===== src/rtl/ecc_secded_pkg.sv =====
package ecc_secded_pkg;

   // Number of Hamming check bits needed for w data bits: smallest r with 2^r >= w + r + 1.
   function automatic int ham_bits(input int w);
      int r;
      r = 1;
      while ((1 << r) < (w + r + 1)) r++;
      return r;
   endfunction

   function automatic bit is_pow2(input int p);
      return (p != 0) && ((p & (p - 1)) == 0);
   endfunction

endpackage


===== src/rtl/ecc_enc.sv =====
module ecc_enc #(
   parameter int WORD_W = 64,
   parameter int DATA_W = 64,
   localparam int HAM_W = ecc_secded_pkg::ham_bits(WORD_W),
   localparam int CODE_W = WORD_W + HAM_W + 1
) (
   input  logic [DATA_W-1:0] data_i,
   output logic [CODE_W-1:0] code_o
);
   import ecc_secded_pkg::*;

   logic [WORD_W-1:0] word;

   // Narrow inputs are padded with zeros above DATA_W.
   if (DATA_W == WORD_W) begin : g_full
      assign word = data_i;
   end else begin : g_pad
      assign word = {{(WORD_W-DATA_W){1'b0}}, data_i};
   end

   logic [CODE_W-1:0] cw;
   always_comb begin
      int d;
      logic x;
      cw = '0;
      d  = 0;
      // Scatter data over positions that are not powers of two.
      for (int p = 1; p < CODE_W; p++) begin
         if (!is_pow2(p)) begin
            cw[p] = word[d];
            d++;
         end
      end
      // Check bit 2^k covers every position whose index has bit k set.
      for (int k = 0; k < HAM_W; k++) begin
         x = 1'b0;
         for (int p = 1; p < CODE_W; p++) begin
            if ((((p >> k) & 1) == 1) && !is_pow2(p)) x = x ^ cw[p];
         end
         cw[1 << k] = x;
      end
      // Bit 0 makes the parity of the whole word even.
      cw[0] = ^cw[CODE_W-1:1];
   end

   assign code_o = cw;

endmodule


===== src/rtl/ecc_dec.sv =====
module ecc_dec #(
   parameter int WORD_W = 64,
   localparam int HAM_W = ecc_secded_pkg::ham_bits(WORD_W),
   localparam int CODE_W = WORD_W + HAM_W + 1
) (
   input  logic [CODE_W-1:0] code_i,
   output logic [WORD_W-1:0] data_o,
   output logic              sbe_o,
   output logic              dbe_o
);
   import ecc_secded_pkg::*;

   logic [HAM_W-1:0]  syn;
   logic              odd;
   logic              in_range;
   logic [CODE_W-1:0] fixed;

   always_comb begin
      logic x;
      for (int k = 0; k < HAM_W; k++) begin
         x = 1'b0;
         for (int p = 1; p < CODE_W; p++) begin
            if (((p >> k) & 1) == 1) x = x ^ code_i[p];
         end
         syn[k] = x;
      end
   end

   assign odd      = ^code_i;
   assign in_range = (int'(syn) < CODE_W);

   // Odd parity: one flip (syndrome 0 means bit 0 itself).
   // Even parity with a nonzero syndrome: two flips.
   // An odd-parity syndrome pointing past the word cannot be one flip.
   assign sbe_o = odd && in_range;
   assign dbe_o = (!odd && (syn != '0)) || (odd && !in_range);

   always_comb begin
      fixed = code_i;
      if (sbe_o) begin
         for (int p = 1; p < CODE_W; p++) begin
            if (p == int'(syn)) fixed[p] = ~code_i[p];
         end
      end
   end

   always_comb begin
      int d;
      d = 0;
      data_o = '0;
      for (int p = 1; p < CODE_W; p++) begin
         if (!is_pow2(p)) begin
            data_o[d] = fixed[p];
            d++;
         end
      end
   end

endmodule


===== src/rtl/ecc_codec.sv =====
module ecc_codec #(
   parameter int WORD_W = 64,
   parameter int DATA_W = 64,
   localparam int HAM_W = ecc_secded_pkg::ham_bits(WORD_W),
   localparam int CODE_W = WORD_W + HAM_W + 1
) (
   input  logic              clk,
   input  logic              rst_n,
   input  logic [DATA_W-1:0] wr_data,
   output logic [CODE_W-1:0] wr_code,
   input  logic              rd_valid_i,
   input  logic              rd_rmw_i,
   input  logic [CODE_W-1:0] rd_code_i,
   output logic [WORD_W-1:0] rd_data_o,
   output logic              rd_sbe_o,
   output logic              rd_dbe_o,
   output logic              usr_valid_o,
   output logic              mrg_valid_o
);

   if (DATA_W < 1 || DATA_W > WORD_W) begin : g_bad_data_w
      $error("ecc_codec: DATA_W must lie in 1..WORD_W");
   end
   if (WORD_W < 4) begin : g_bad_word_w
      $error("ecc_codec: WORD_W too small for SECDED");
   end

   ecc_enc #(.WORD_W(WORD_W), .DATA_W(DATA_W)) u_enc (
      .data_i (wr_data),
      .code_o (wr_code)
   );

   logic [WORD_W-1:0] dec_data;
   logic              dec_sbe;
   logic              dec_dbe;

   ecc_dec #(.WORD_W(WORD_W)) u_dec (
      .code_i (rd_code_i),
      .data_o (dec_data),
      .sbe_o  (dec_sbe),
      .dbe_o  (dec_dbe)
   );

   always_ff @(posedge clk or negedge rst_n) begin
      if (!rst_n) begin
         rd_data_o   <= '0;
         rd_sbe_o    <= 1'b0;
         rd_dbe_o    <= 1'b0;
         usr_valid_o <= 1'b0;
         mrg_valid_o <= 1'b0;
      end else begin
         usr_valid_o <= rd_valid_i && !rd_rmw_i;
         mrg_valid_o <= rd_valid_i && rd_rmw_i;
         rd_sbe_o    <= rd_valid_i && dec_sbe;
         rd_dbe_o    <= rd_valid_i && dec_dbe;
         if (rd_valid_i) rd_data_o <= dec_data;
      end
   end

endmodule


===== config.mk =====
export PLATFORM = sky130hd
export DESIGN_NAME = ecc_codec
export DESIGN_NICKNAME = d
export VERILOG_FILES = /design/src/rtl/ecc_secded_pkg.sv /design/src/rtl/ecc_enc.sv /design/src/rtl/ecc_dec.sv /design/src/rtl/ecc_codec.sv
export SDC_FILE = /design/constraint.sdc
export NUM_CORES = 1
export LEC_CHECK = 0
export BUFFER_PORTS_ARGS = -buffer_cell sky130_fd_sc_hd__buf_2
export CAP_MARGIN = 10
export CELL_PAD_IN_SITES_DETAIL_PLACEMENT = 1
export CELL_PAD_IN_SITES_GLOBAL_PLACEMENT = 2
export CORE_UTILIZATION = 28
export DETAILED_ROUTE_END_ITERATION = 16
export PLACE_DENSITY_LB_ADDON = 0.1
export SYNTH_ARGS = -nofsm -noshare
export SYNTH_HDL_FRONTEND = slang
export SYNTH_SLANG_ARGS = --single-unit

===== constraint.sdc =====
create_clock -name clk -period 2.02 [get_ports clk]
set_input_delay 0 -clock clk [delete_from_list [all_inputs] [get_ports clk]]
set_output_delay 0 -clock clk [all_outputs]
set_load 0.05 [all_outputs]

* Yosys cells after proc, flatten, opt, wreduce, memory -nomap -nowiden
Cells that the tools add are included.
** Word-level totals
- Register bits :: 68
- Output and inout port bits :: 140
- Word-level logic and storage cells :: 637
** Operators by class
- Magnitude comparators :: 1
- Eq/ne operators :: 71
- Multiplexer cells :: 72
- Bitwise operators :: 474
- Reductions and logical operators :: 14
** Operators by type and width (count)
- $xor 1x1->1 :: 403
- $eq 7x7->1 const A :: 40
- $eq 6x7->1 const A :: 16
- $reduce_xor 72->1 :: 1
- $mux 1 :: 71
- $mux 71 :: 1
- $not 1->1 :: 71
- $reduce_xor 71->1 :: 1
- $eq 5x7->1 const A :: 8
- $eq 4x7->1 const A :: 4
- $eq 3x7->1 const A :: 2
- $eq 2x7->1 const A :: 1
- $logic_and 1x1->1 :: 7
- $lt 7x7->1 const B :: 1
- $reduce_bool 7->1 :: 1
- $logic_not 1->1 :: 3
- $logic_or 1x1->1 :: 1

* Longest topological paths before layout
- Word-level depth :: 40
- Gate-level depth with buffers :: 10
- Depth with buffers taken out :: 8

* Cells and area by module
From an unflattened synthesis, not the netlist that was laid out.
** Unflattened totals
- Cells, all modules :: 633
- Area, all modules :: 6900.4 um2
** By module, submodules not included
- ecc_dec :: instances 1, cells an instance 309, area each 2600.0 um2
- ecc_codec :: instances 1, cells an instance 144, area each 2572.5 um2
- ecc_enc :: instances 1, cells an instance 180, area each 1727.9 um2

* Worst setup path after synthesis
Ideal clock, no wire load.
- Kind :: in2out
- Start point :: in wr_data[39]
- End point :: out wr_code[0]
- Arrival :: 3252 ps
- Data required time :: 2020 ps
- Path slack :: -1232 ps
- Stages :: 8
- Path through :: xnor2_1 xnor3_1 xnor3_1 xnor2_1 xnor2_1 xnor2_1 xnor2_1 xnor2_1
** Between the ends
- Elaborated cells between the ends (all ways) :: 57
- Classes of those cells :: 56 x bitwise; 1 x reduce/logical
** RTL lines
- from (decl) :: RTL line ecc_codec.sv:9 : input logic [DATA_W-1:0] wr_data,
- $xor 1x1->1 (14 in series) :: RTL line ecc_enc.sv:38 : if ((((p >> k) & 1) == 1) && !is_pow2(p)) x = x ^ cw[p];
- named net wr_code[4] :: RTL line ecc_codec.sv:10 : output logic [CODE_W-1:0] wr_code,
- $reduce_xor 71->1 :: RTL line ecc_enc.sv:43 : cw[0] = ^cw[CODE_W-1:1];
- to (decl) :: RTL line ecc_codec.sv:10
The timed path passes the listed nets, and every way through them passes these cells.

* Worst setup path after layout
- Start point :: in rd_code_i[30]
- End point :: reg rd_data_o[11]
** Between the ends
- Cells in the longest elaborated chain, start to end :: 25
- Elaborated cells between the ends (all ways) :: 86
- Classes of those cells :: 1 x order compare; 1 x eq/ne; 2 x mux; 80 x bitwise; 2 x reduce/logical
** Ends and longest elaborated chain
- from (decl) :: RTL line ecc_codec.sv:13 : input logic [CODE_W-1:0] rd_code_i,
- $xor 1x1->1 (22 in series) :: RTL line ecc_dec.sv:23 : if (((p >> k) & 1) == 1) x = x ^ code_i[p];
- $lt 7x7->1 or $eq 6x7->1 (tied branches) :: RTL line ecc_dec.sv:30, ecc_dec.sv:42
- $logic_and 1x1->1 or $mux 1 (tied branches) :: RTL line ecc_dec.sv:35, ecc_dec.sv:42
- $mux 71 (*) :: RTL line ecc_dec.sv:40 : if (sbe_o) begin
- to (signal assigned) :: RTL line ecc_codec.sv:56 : if (rd_valid_i) rd_data_o <= dec_data;
- to (decl) :: RTL line ecc_codec.sv:14 : output logic [WORD_W-1:0] rd_data_o,
Every way passes the cells marked *; elsewhere a longest branch is shown, timed or not.
A chain may end at the register's enable or synchronous reset.

==> summary.txt <==
Status
  – Status: finished, violations left
  – Failing checks: negative setup slack

Critical path
  – CP top delay family: XOR/XNOR gates
  – Worst path max stage delay: around 0.54 ns
  – Kind of critical path: in -> reg
  – R2R cell count: 2
  – Worst Path Arrival: between 2 and 3 ns
  – Worst Path Required: 2.29 ns
  – Slowest cell on crit path: xnor3_2
  – CP bufs+invs: 3
  – CP most frequent cell: xnor2_4
  – Startpoint class of the critical path: input port
  – CP Capture Type: flip-flop
  – CP max FO: 7
  – WP depth: 11
  – CP Cell Sequence: buf_8 -> buf_6 -> xnor2_4 -> xnor2_2 -> xor2_2 -> xnor3_2 -> xnor2_4 -> nand4_1 -> buf_4 -> or4_4 -> a31oi_1

Min path
  – Hold WC Path Type: in -> reg
  – Cells on Worst Hold Path: 3

Yosys
  – Mapped Area: approximately 6900 um^2
  – Xor/xnor cell area share of the yosys netlist: about two fifths
  – Cell taking the most area after synthesis: xnor2_1
  – Combinational family with the most area after synthesis: XOR/XNOR gates
  – Yosys top cell area share: 25.2%
  – Compound-gate portion of the synthesized area: between 10% and 20%
  – Syn nets: between 800 and 900
  – Register area share after synthesis: between 20% and 30%
  – Top post-synthesis cells by count: xnor2_1 (197), dfrtp_1 (68), buf_4 (64), nor2_1 (53), a31oi_1 (49)
  – Top-count cell post-synth: xnor2_1
  – Average size of a mapped cell: about 9 um^2
  – Async SR Flop Fraction: 100%
  – Ys flop type: dfrtp_1
  – Synth Register Bits: between 60 and 70
  – Simple-gate portion of the synthesized area: a little under an eighth
  – Post-synthesis mux area share: 0.292%
  – Synth top area cells: xnor2_1 (25%), dfrtp_1 (25%), buf_4 (7.0%)
  – Synth warn: 0
  – Number of synthesized flops with an enable pin: 0
  – Post-Synth Adder-Cell Area: 0%
  – Netlist cell types: 35
  – Post-Syn Instances: around 750

Timing
  – Worst Skew: 0 ns
  – Final setup margin: -0.583 ns
  – RSZ-0062 raised after global routing: yes
  – Tmin final: ~2.6 ns
  – Setup violators final: 67
  – Final Hold Fails: 0
  – Max-slew violation count: 0
  – F_max: roughly 0.38 GHz
  – Fin crit share: 129%
  – Slew @ Worst Pin: approximately 0.64 ns
  – Relative slew margins: between 50% and 60%

Detailed routing
  – WL/cell: 20.1 um
  – Post-Route WL: between 30,000 and 40,000 um
  – Antenna-violating nets left: 0
  – DR vias/cell: 4.80
  – Via count: about 7,300
  – Drt first pass iters: 4
  – # DRC: 0
  – Initial drt markers: 342

Floorplanning
  – Io pins: 280
  – Placeable Area: 23,800 um^2
  – Die width: ~160 um
  – Initial core utilization: 28.8%
  – Die area: about 25,000 um^2
  – Die height: 158 um
  – Total number of placement rows: 56

Final layout
  – Fraction of layout cells with a size suffix above 1: between 50% and 60%
  – Register area: 1700 um^2
  – Antenna cell count: 0
  – Area of the multi-input gates: 5670 um^2
  – Nets: between 1,000 and 1,500
  – Final Cell Area: roughly 12,000 um^2
  – Area growth syn-to-layout: 75.9%
  – # fillers: 2,734

Placed design
  – Placed Area: between 10,000 and 15,000 um^2
  – Gp weighted congestion: a little under 0.8
  – DP Wirelength: approximately 23,000 um
  – DP Worst Slack: -1.23 ns
  – Port buffer count: ~280

Global routing
  – Initial antenna violation count: 0
  – First-pass GRT wire length: around 44,000 um
  – Global route total overflow: 0
  – Vias in the first global route: ~7,500
  – Largest net degree at the start of global routing: roughly 130
  – Total track usage: approximately 24%

Pwr
  – Peak VDD IR: 2.64 mV
  – PD cells: approximately 1900 nW/um^2
  – Power consumption: roughly 23 mW
  – LEAKAGE: around 5.3 nW

Clocking
  – Number of H-tree levels: 3
  – CTS Buf Count: 9
  – Skew-Pair Late Insertion Delay: approximately 0.34 ns
  – CTS sink count: 68
  – Clock transition at path regs: 0.06 ns
  – CTS tree: done
  – Root buf cell: clkbuf_16
  – Clock Path Buffers: 2

Job
  – Max-cap violations: 0
-- final timing paths --
path / start / to / slack [ns]
setup / recovery: rd_code_i[30] / rd_data_o[11]$_DFFE_PN0P_ / -0.58
hold / removal: rd_code_i[9] / rd_data_o[4]$_DFFE_PN0P_ / 0.02
setup reg to reg: rd_data_o[16]$_DFFE_PN0P_ / rd_data_o[16]$_DFFE_PN0P_ / 1.25
hold reg to reg: rd_data_o[13]$_DFFE_PN0P_ / rd_data_o[13]$_DFFE_PN0P_ / 0.53
max in group asynchronous: rst_n / rd_data_o[41]$_DFFE_PN0P_ / 1.43
min in group asynchronous: rst_n / rd_data_o[59]$_DFFE_PN0P_ / 0.21
-- report_power, final --
group | switching (mW) | leakage (nW) | internal [mW]
Clock | 0.659 | 0.133 | 0.826
Sequential | 0.122 | 0.780 | 1.56
Combinational | 10.7 | 4.41 | 9.42
-- per-layer routing --
metal  global-route usage (%)  wire length, um  vias up
met1                     29.4            12600     3605
li1                         -                -     3492
met3                     3.95             1610       21
met2                     44.5            16100      214
met5                        0                0        -
met4                     4.95              440        0
-- cell usage in the layout, fill, tap and decap left out, drive strengths merged, types with 16 or more instances in the layout --
cell type,n
buf,529
xnor2,205
dfrtp,68
nor2,53
a31oi,49
xor2,45
or4,32
o31ai,31
nand2,20
o21ai,19
or3,18
a21oi,17
nand4,16
-- flip-flops by register name (all words and copies together), names as in the netlist --
register	flops
rd_dbe_o	1
rd_sbe_o	1
rd_data_o	64
usr_valid_o	1
mrg_valid_o	1
-- metrics by stage --
step                setup TNS, ns  util (%)  hold WS (ns)  std cells
global route               -35.39      50.7        0.0396       1526
detailed placement         -67.57      42.6        0.0759       1454
global placement           -65.05      42.6        0.0769       1454
CTS                        -27.08      48.9        0.0115       1509
floorplan                  -18.80         -        -0.296        746
finish                     -29.92      50.7        0.0241       1526
-- tightest hold or removal path, cell delays in order --
cell	delay, ns
buf_2	0.14
or3_1	0.12
a31oi_1	0.07
-- cell families after synthesis --
family                    after synthesis
and+or+nand+nor                       146
xor gates and xnor gates              265
DFF                                    68
muxes                                   2
buffers and inverters                 117
AOI/OAI and AO/OA                     148
-- layout make-up --
cell class | instances | share of cell area [%]
clock buffer | 11 | 1.93
inverter | 16 | 0.498
tap | 319 | 3.31
clock inverter | 5 | 0.239
timing repair buffer | 545 | 32.9
multi-input combinational | 562 | 47.0
sequential | 68 | 14.1
-- timing repair --
item	in CTS	in global routing
gates resized for setup	141	66
pin swaps	95	71
gates cloned	4	3
endpoints found under the setup margin	67	69
setup buffers	27	16
hold buffers	13	0
hold endpoints to repair	81	0
No activity file was read; power rests on OpenSTA's default activity.
